--- config.mk ---
export PLATFORM = sky130hd
export DESIGN_NAME = psram_refresh
export DESIGN_NICKNAME = d
export VERILOG_FILES = /design/src/rtl/psram_refresh.sv
export SDC_FILE = /design/constraint.sdc
export NUM_CORES = 1
export LEC_CHECK = 0
export BUFFER_PORTS_ARGS = -buffer_cell sky130_fd_sc_hd__buf_2
export CAP_MARGIN = 0
export CORE_AREA = 5 5 44 46
export DETAILED_ROUTE_END_ITERATION = 8
export DIE_AREA = 0 0 49 51
export GPL_TIMING_DRIVEN = 0
export PLACE_DENSITY = 0.6
export SYNTH_ARGS = -nofsm -noshare
export SYNTH_HDL_FRONTEND = slang
export SYNTH_SLANG_ARGS = --single-unit
--- constraint.sdc ---
create_clock -name clk -period 2.2 [get_ports clk]
set_input_delay 0.55 -clock clk [delete_from_list [all_inputs] [get_ports clk]]
set_output_delay 0.55 -clock clk [all_outputs]
set_load 0.1 [all_outputs]
--- src/rtl/psram_refresh.sv ---
module psram_refresh #(
  parameter int INTERVAL = 400,
  parameter int BUSY_CYC = 4
) (
  input  logic clk,
  input  logic rst,
  input  logic idle_i,
  output logic flag_o
);
  localparam int CW = (INTERVAL > 1) ? $clog2(INTERVAL) : 1;
  localparam int BW = $clog2(BUSY_CYC + 1);

  logic [CW-1:0] tick_q;
  logic [BW-1:0] left_q;
  logic          pend_q;
  logic          busy_q;
  logic          wrap;
  logic          start;

  assign wrap  = (tick_q == CW'(INTERVAL - 1));
  assign start = pend_q && !busy_q && idle_i;

  always_ff @(posedge clk) begin
    if (rst) begin
      tick_q <= '0;
      left_q <= '0;
      pend_q <= 1'b0;
      busy_q <= 1'b0;
    end else begin
      tick_q <= wrap ? '0 : tick_q + 1'b1;
      if (wrap)       pend_q <= 1'b1;
      else if (start) pend_q <= 1'b0;
      if (busy_q) begin
        if (left_q == '0) busy_q <= 1'b0;
        else              left_q <= left_q - 1'b1;
      end else if (start) begin
        busy_q <= 1'b1;
        left_q <= BW'(BUSY_CYC - 1);
      end
    end
  end

  assign flag_o = pend_q | busy_q;

  // a refresh only begins after an idle (chip select high) sample
  a_r12_start_only_idle: assert property (@(posedge clk) disable iff (rst)
    $rose(busy_q) |-> $past(idle_i));

  // a running refresh always ends within its length
  a_r11_busy_ends: assert property (@(posedge clk) disable iff (rst)
    (busy_q && left_q == '0) |=> !busy_q);
endmodule

Word-level counts from Yosys, hierarchy flattened
Index checks and enable logic that the tools add are counted.

word-level totals
  memories kept = 0
  output and inout bits = 1
  bits in latches = 0
  bits in read-only memories = 0
  memory bits (writable) = 0
  bits in registers = 14

cells by class
  order comparisons = 0
  bitwise logic cells = 1
  $mul = 0
  $add $sub $neg = 2
  reductions and logical operators = 8
  divide/modulo/power cells = 0
  shift operators = 0
  muxes and demuxes = 8
  eq/ne operators = 2

operators by type and width
  operator               count
  $add A9 B1 Y9 const B  1
  $eq A9 B9 Y1 const B   1
  $mux W3                3
  $mux W1                5
  $reduce_bool A2 Y1     2
  $logic_not A3 Y1       1
  $sub A3 B1 Y3 const B  1
  $logic_and A1 B1 Y1    2
  $ne A2 B2 Y1 const B   1
  $reduce_and A2 Y1      1
  $reduce_or A2 Y1       1
  $logic_not A1 Y1       1
  $or A1 B1 Y1           1

Logic depth before layout (Yosys ltp)
Gate-level depths: netlist (run 1).

  word-level depth = 5
  mapped depth = 6

Least setup slack after synthesis (run 1)
Ideal clock, no wire load.

  path kind = register to register
  start point = reg left_q[0]
  end point = reg left_q[1]
  clock period less this slack = 1411 ps
  path slack = 789 ps
  data arrival time = 1337 ps
  stages on the path, launching flop included = 7
  required time = 2126 ps
  path through = dfxtp_1 > inv_1 > ha_1 > ha_1 > nand2b_1 > or2_2 > a31oi_1

between the ends
  cells in the longest elaborated chain, start to end = 3

RTL lines
  item                                               line    source
  start: declaration                                 14      logic [BW-1:0] left_q;
  start signal: assignment                           35      else left_q <= left_q - 1'b1;
  start signal: assignment                           38      left_q <= BW'(BUSY_CYC - 1);
  $sub A3 B1 Y3 or $logic_not A3 Y1 (tied branches)  35, 34
  $mux W3 or $ne A2 B2 Y1 (tied branches)            -
  $mux W3 or $reduce_and A2 Y1 (tied branches)       -

Parallel ways exist; a longest one is shown, timed or not. The select of a mux whose other input is x is not followed.
A chain may end at the register's enable or synchronous reset.

Worst setup path after layout (run 1)
  start point = reg pend_q
  end point = out flag_o

between the ends
  cells in the longest elaborated chain, start to end = 1

RTL lines
  item                      line  source
  start: declaration        15    logic pend_q;
  start signal: assignment  27    pend_q <= 1'b0;
  start signal: assignment  31    if (wrap) pend_q <= 1'b1;
  start signal: assignment  32    else if (start) pend_q <= 1'b0;
  $or A1 B1 Y1              43    assign flag_o = pend_q | busy_q;
  end: declaration          8     output logic flag_o

Every way passes these cells.

==> impl_metrics.env, run 1 <==
export IMPL_netlist_area_um2=624
export IMPL_syn_to_final_growth_pct=9.22
export IMPL_cts_resized=0
export IMPL_synth_top_area_share_pct=44.9
export IMPL_r2r_slack_ns=0.69
export IMPL_p_sw_share_pct=22.6
export IMPL_first_pass_iters=3
export IMPL_synth_area_per_cell_um2=8.92
export IMPL_pin_count=4
export IMPL_power_leakage_nw=0.237
export IMPL_cp_end_kind="output port"
export IMPL_grt_max_degree=11
export IMPL_post_drt_wl_per_cell_um=11.3
export IMPL_synth_cells=70
export IMPL_grt_antenna_before_repair=0
export IMPL_cts_root_buf="clkbuf_4"
export IMPL_finalSetupViolCount=0
export IMPL_grt_total_usage_pct=10.1
export IMPL_start_util_pct=42.4
export IMPL_slew_violations=0
export IMPL_synth_edff_count=0
export IMPL_synth_nets=76
export IMPL_clockBufferDepth=2
export IMPL_ys_top_cells_by_count="dfxtp_1, nor2_1, a21oi_1, nand2_1"
export IMPL_rsz0062_at_grt="false"
export IMPL_post_route_period_util_pct=78.7
export IMPL_rows=14
export IMPL_fin_hold_ws_ns=0.466
export IMPL_drive_gt1_share_pct=15.8
export IMPL_ys_top_cells_by_area="dfxtp_1, ha_1, a21oi_1"
export IMPL_globalRouteOverflowTotal=0
export IMPL_port_buffers=3
export IMPL_synth_flop_cell="dfxtp_1"
export IMPL_die_w_um=49
export IMPL_cts_tree="yes"
export IMPL_max_freq_mhz=578
export IMPL_peakVddDrop_v=0.000434
export IMPL_drtAntennaViolNets=0
export IMPL_fin_area_um2=682
export IMPL_powerDensity_nw_per_um2=629
export IMPL_place_area_um2=659
export IMPL_worstSetupStartpointType="register"
export IMPL_tightest_slew_ns=0.484
export IMPL_ctsHoldBuffers=0
export IMPL_cts_setup_buffers=0
export IMPL_routed_wl_um=1040
export IMPL_yosysWarnings=0
export IMPL_period_needed_ns=1.73
export IMPL_cp_max_fo=3
export IMPL_crit_type="register to output port"
export IMPL_regArea_um2=280
export IMPL_fin_worst_skew_ns=0.00945
export IMPL_async_flop_share_pct=0
export IMPL_grt_pass1_vias=458
export IMPL_critPathRequiredTime_ns=1.65
export IMPL_worst_skew_pair_late_latency_ns=0.28
export IMPL_cts_made_buffers=3
export IMPL_multiInputGateArea_um2=325
export IMPL_diodes=0
export IMPL_status="finished, final reports clean"
export IMPL_synth_seq_cells=14
export IMPL_dieArea_um2=2500
export IMPL_die_y_um=51
export IMPL_ys_types=27
export IMPL_cts_clk_slew_worst_paths_ns=0.09
export IMPL_grt_pass1_wl_um=1980
export IMPL_hold_viol_final=0
export IMPL_critical_path_arrival_ns=1.18
export IMPL_synthMostInstantiatedCell="dfxtp_1"
export IMPL_gp_congestion=0.704
export IMPL_relSlewSlack_pct=67.9
export IMPL_vias_per_cell=5.47
export IMPL_cts_sinks=14
export IMPL_core_um2=1470
export IMPL_p_seq_share_pct=62.3
export IMPL_fillCellCount=159
export IMPL_clock_power_share_pct=33.2
export IMPL_drt_first_iter_violations=4
export IMPL_drc=0
export IMPL_htreeDepth=1
export IMPL_intPower_mw=0.332
export IMPL_tns_ns=0
export IMPL_switchingPower_mw=0.0969
export IMPL_synth_area_leader_cell="dfxtp_1"
export IMPL_pwr_share_comb_pct=4.5
export IMPL_max_cap_violations=0
export IMPL_fin_nets=84
export IMPL_vias=503
export IMPL_ys_seq_area_share_pct=44.9
export IMPL_hold_class="register to register"
==> placed cells by master (no fill, tap or decap) <==
cell type  Yosys  final
nand2b_1       1      1
or2_2          2      2
a31oi_1        3      3
clkbuf_1       1      1
nand3_1        4      4
a21o_1         1      1
nand4_1        1      1
inv_1          4      4
or3_1          4      4
xor2_1         1      1
dfxtp_1       14     14
o21ai_0        3      3
a21oi_1        5      5
ha_1           3      3
nor3b_1        1      1
nand3_2        1      1
a31o_2         1      1
nor3_1         1      1
nand2_1        5      5
nor2_1         6      6
clkbuf_4       0      3
a22o_1         1      1
buf_2          0      3
nor2b_1        1      1
a32oi_1        1      1
xnor2_1        1      1
nand3b_1       2      2
and3_2         1      1
nor4b_2        1      1
==> cell type report <==
type	instances	share of cell area (%)
multi-input combinational	51	47.7
sequential	14	41.1
clock buffer	3	3.30
tap	16	2.94
timing repair buffer	3	2.20
inverter	4	2.20
buffer	1	0.550
==> power groups by stage <==
stage,sequential [mW],combinational [mW],clock (mW)
floorplan,0.272,0.0145,0
global placement,0.273,0.0191,0
detailed placement,0.273,0.0196,0
CTS,0.267,0.0197,0.147
global route,0.269,0.0223,0.158
finish,0.267,0.0192,0.142
==> final timing paths <==
check	startpoint	end	cells past startpoint
worst min-delay path	tick_q[0]$_SDFF_PP0_	tick_q[0]$_SDFF_PP0_	1
worst min register to register	tick_q[0]$_SDFF_PP0_	tick_q[0]$_SDFF_PP0_	1
worst max-delay path	pend_q$_SDFFE_PP0P_	flag_o	2
worst max register to register	left_q[0]$_SDFFE_PP0P_	left_q[1]$_SDFFE_PP0P_	6
==> flip-flops by register name, summed over array words and instances (netlist names) <==
signal and flops:
pend_q 1, left_q 3, tick_q 9, busy_q 1
==> stage by stage <==
step / util, % / power [mW] / setup WS, ns / instances
after floorplan: - / 0.286 / 0.789 / 70
after global placement: 44.8 / 0.292 / 0.703 / 89
after detailed placement: 44.8 / 0.293 / 0.682 / 89
after CTS: 46.3 / 0.434 / 0.461 / 92
after global routing: 46.3 / 0.449 / 0.409 / 92
final: 46.3 / 0.429 / 0.469 / 92
==> cells by family after synthesis <==
logic type,Yosys count,synth area share (%)
AND/OR/NAND/NOR,31,28.5
adder cells (fa/ha/maj),3,6.01
buffers and inverters,5,3.00
flip-flops,14,44.9
AO/OA/AOI/OAI,15,14.8
XOR/XNOR,2,2.81
==> worst max-delay path, stage by stage (launching register included) <==
cell     delay [ns]
dfxtp_1        0.33
or2_2          0.28
buf_2          0.29
==> metal layers <==
| layer | vias to the layer above | part of all wire [%] | track usage (%) |
|---|---|---|---|
| met5 | - | 0 | 0 |
| met4 | 0 | 0 | 2.69 |
| met3 | 0 | 5.0 | 5.52 |
| met2 | 5 | 46 | 15.0 |
| met1 | 236 | 49 | 12.6 |
| li1 | 262 | - | - |
(Power assumes the default switching activity.)
==> run 2, diff against run 1 <==
- PLACE_DENSITY: 0.6 -> 0.62
- clock period: 2.2 -> 1.5 ns (I/O delays scaled with it)
==> run 2 against run 1 <==
  * Register-to-register slack worse by 0.57 ns
  * Sequential cell count stayed put
  * Largest cell class unchanged
  * Largest power group unchanged
  * Clock skew is 0.0079 ns lower
==> impl_metrics.env, run 2 (synthesis results as in run 1) <==
export IMPL_status="finished, final reports clean"
export IMPL_first_pass_iters=2
export IMPL_globalRouteOverflowTotal=0
export IMPL_relSlewSlack_pct=71.5
export IMPL_finalSetupViolCount=0
export IMPL_dieArea_um2=2500
export IMPL_fin_area_um2=727
export IMPL_crit_type="register to output port"
export IMPL_grt_antenna_before_repair=0
export IMPL_place_area_um2=659
export IMPL_slew_violations=0
export IMPL_worstSetupStartpointType="register"
export IMPL_power_leakage_nw=0.255
export IMPL_cts_tree="yes"
export IMPL_worst_slack_ns=0.0912
export IMPL_grt_pass1_vias=468
export IMPL_core_um2=1470
export IMPL_rows=14
export IMPL_grt_max_degree=11
export IMPL_fin_nets=84
export IMPL_grt_pass1_wl_um=1970
export IMPL_drc=0
export IMPL_max_freq_mhz=710
export IMPL_critPathCapture="flag_o"
export IMPL_hold_class="input pin to register"
export IMPL_drive_gt1_share_pct=23.4
export IMPL_tns_ns=0
export IMPL_cp_end_kind="output port"
export IMPL_stdcell_count=93
export IMPL_diodes=0
export IMPL_cts_clk_slew_worst_paths_ns=0.08
export IMPL_gp_congestion=0.720
export IMPL_routed_wl_um=1040
export IMPL_period_needed_ns=1.41
export IMPL_powerDensity_nw_per_um2=945
export IMPL_finalPower_mw=0.687
export IMPL_top_usage_layer="met2"
export IMPL_die_y_um=51
export IMPL_max_cap_violations=0
export IMPL_vias_per_cell=5.42
export IMPL_pin_count=4
export IMPL_reg_top3="tick_q: 9 flops, left_q: 3 flops"
export IMPL_start_util_pct=42.4
export IMPL_final_cell_mix="dfxtp_1, nor2_1, a21oi_1, nand2_1"
export IMPL_r2r_start="left_q[0]$_SDFFE_PP0P_"
export IMPL_critical_path_arrival_ns=1.03
export IMPL_largest_reg_flops=9
export IMPL_pwr_share_comb_pct=4.0
export IMPL_final_common_cell="dfxtp_1"
export IMPL_intPower_mw=0.541
export IMPL_dp_hpwl_um=748
export IMPL_peakVddDrop_v=0.000697
export IMPL_r2r_slack_ns=0.12
export IMPL_drt_first_iter_violations=8
export IMPL_critPathRequiredTime_ns=1.12
export IMPL_p_sw_share_pct=21.2
export IMPL_cts_root_buf="clkbuf_4"
export IMPL_met3_usage_pct=5.23
export IMPL_grt_use_met1_pct=12.0
export IMPL_gr_usage_met2_pct=15.2
export IMPL_final_util_pct=49.4
export IMPL_worst_skew_pair_late_latency_ns=0.28
export IMPL_clock_power_share_pct=38.9
export IMPL_reg2reg_depth=6
export IMPL_timing_rr_end="left_q[1]$_SDFFE_PP0P_"
export IMPL_drtAntennaViolNets=0
export IMPL_rsz0062_at_grt="false"
export IMPL_cts_made_buffers=3
export IMPL_post_drt_wl_per_cell_um=11.2
export IMPL_fin_hold_ws_ns=0.461
export IMPL_top_register="tick_q"
export IMPL_cp_max_fo=3
export IMPL_fin_worst_skew_ns=0.00158
export IMPL_htreeDepth=1
export IMPL_dp_cells=89
export IMPL_hold_viol_final=0
export IMPL_critPathLaunch="pend_q$_SDFFE_PP0P_"
export IMPL_post_place_ws_ns=0.00538
export IMPL_post_route_period_util_pct=93.9
export IMPL_die_w_um=49
export IMPL_clockBufferDepth=2
export IMPL_switchingPower_mw=0.146
export IMPL_syn_to_final_growth_pct=16.4
export IMPL_fillCellCount=149
export IMPL_grt_total_usage_pct=10.1
export IMPL_p_seq_share_pct=57.0
export IMPL_tightest_slew_ns=0.428
export IMPL_cts_sinks=14
export IMPL_port_buffers=3
export IMPL_vias=504
[run 2: final cells by class]
class,count,area (µm²),area share [%]
Inverter,4,15.0,2.07
Timing Repair Buffer,3,30.0,4.13
Sequential cell,14,284,39.1
Buffer,1,3.75,0.516
Tap cell,16,20.0,2.75
Multi-Input combinational cell,51,338,46.5
Clock buffer,4,36.3,4.99
[run 2: power by group through the flow]
stage | registers (mW) | clock network [mW] | logic [mW]
floorplan | 0.398 | 0 | 0.0213
global placement | 0.400 | 0 | 0.0279
detailed placement | 0.401 | 0 | 0.0285
CTS | 0.392 | 0.280 | 0.0286
global route | 0.394 | 0.308 | 0.0323
finish | 0.392 | 0.267 | 0.0278
[run 2: layer usage]
| metal | up-vias | part of all wire, % |
|---|---|---|
| li1 | 266 | - |
| met2 | 6 | 42 |
| met3 | 2 | 4.5 |
| met5 | - | 0 |
| met1 | 230 | 52 |
| met4 | 0 | 0.77 |
[run 2: how the worst min path moves through the flow]
stage                           endpoint  cells past startpoint  slack (ns)                 start
floorplan           tick_q[0]$_SDFF_PP0_                      1        0.43  tick_q[0]$_SDFF_PP0_
global placement    tick_q[0]$_SDFF_PP0_                      1        0.44  tick_q[0]$_SDFF_PP0_
detailed placement  tick_q[0]$_SDFF_PP0_                      1        0.46  tick_q[0]$_SDFF_PP0_
CTS                 tick_q[4]$_SDFF_PP0_                      3        0.45                   rst
global route        tick_q[4]$_SDFF_PP0_                      3        0.48                   rst
finish              tick_q[4]$_SDFF_PP0_                      3        0.46                   rst
[run 2: what timing repair did]
action	in CTS	in global routing
hold buffers	0	0
pin swaps	0	1
hold endpoints to repair	0	0
buffers inserted	0	0
gates resized for setup	4	7
endpoints found under the setup margin	2	2
[run 2: critical path, cell delays in order, from the launching register on]
cell and delay, ns:
dfxtp_2 0.34, or2_4 0.25, buf_12 0.16
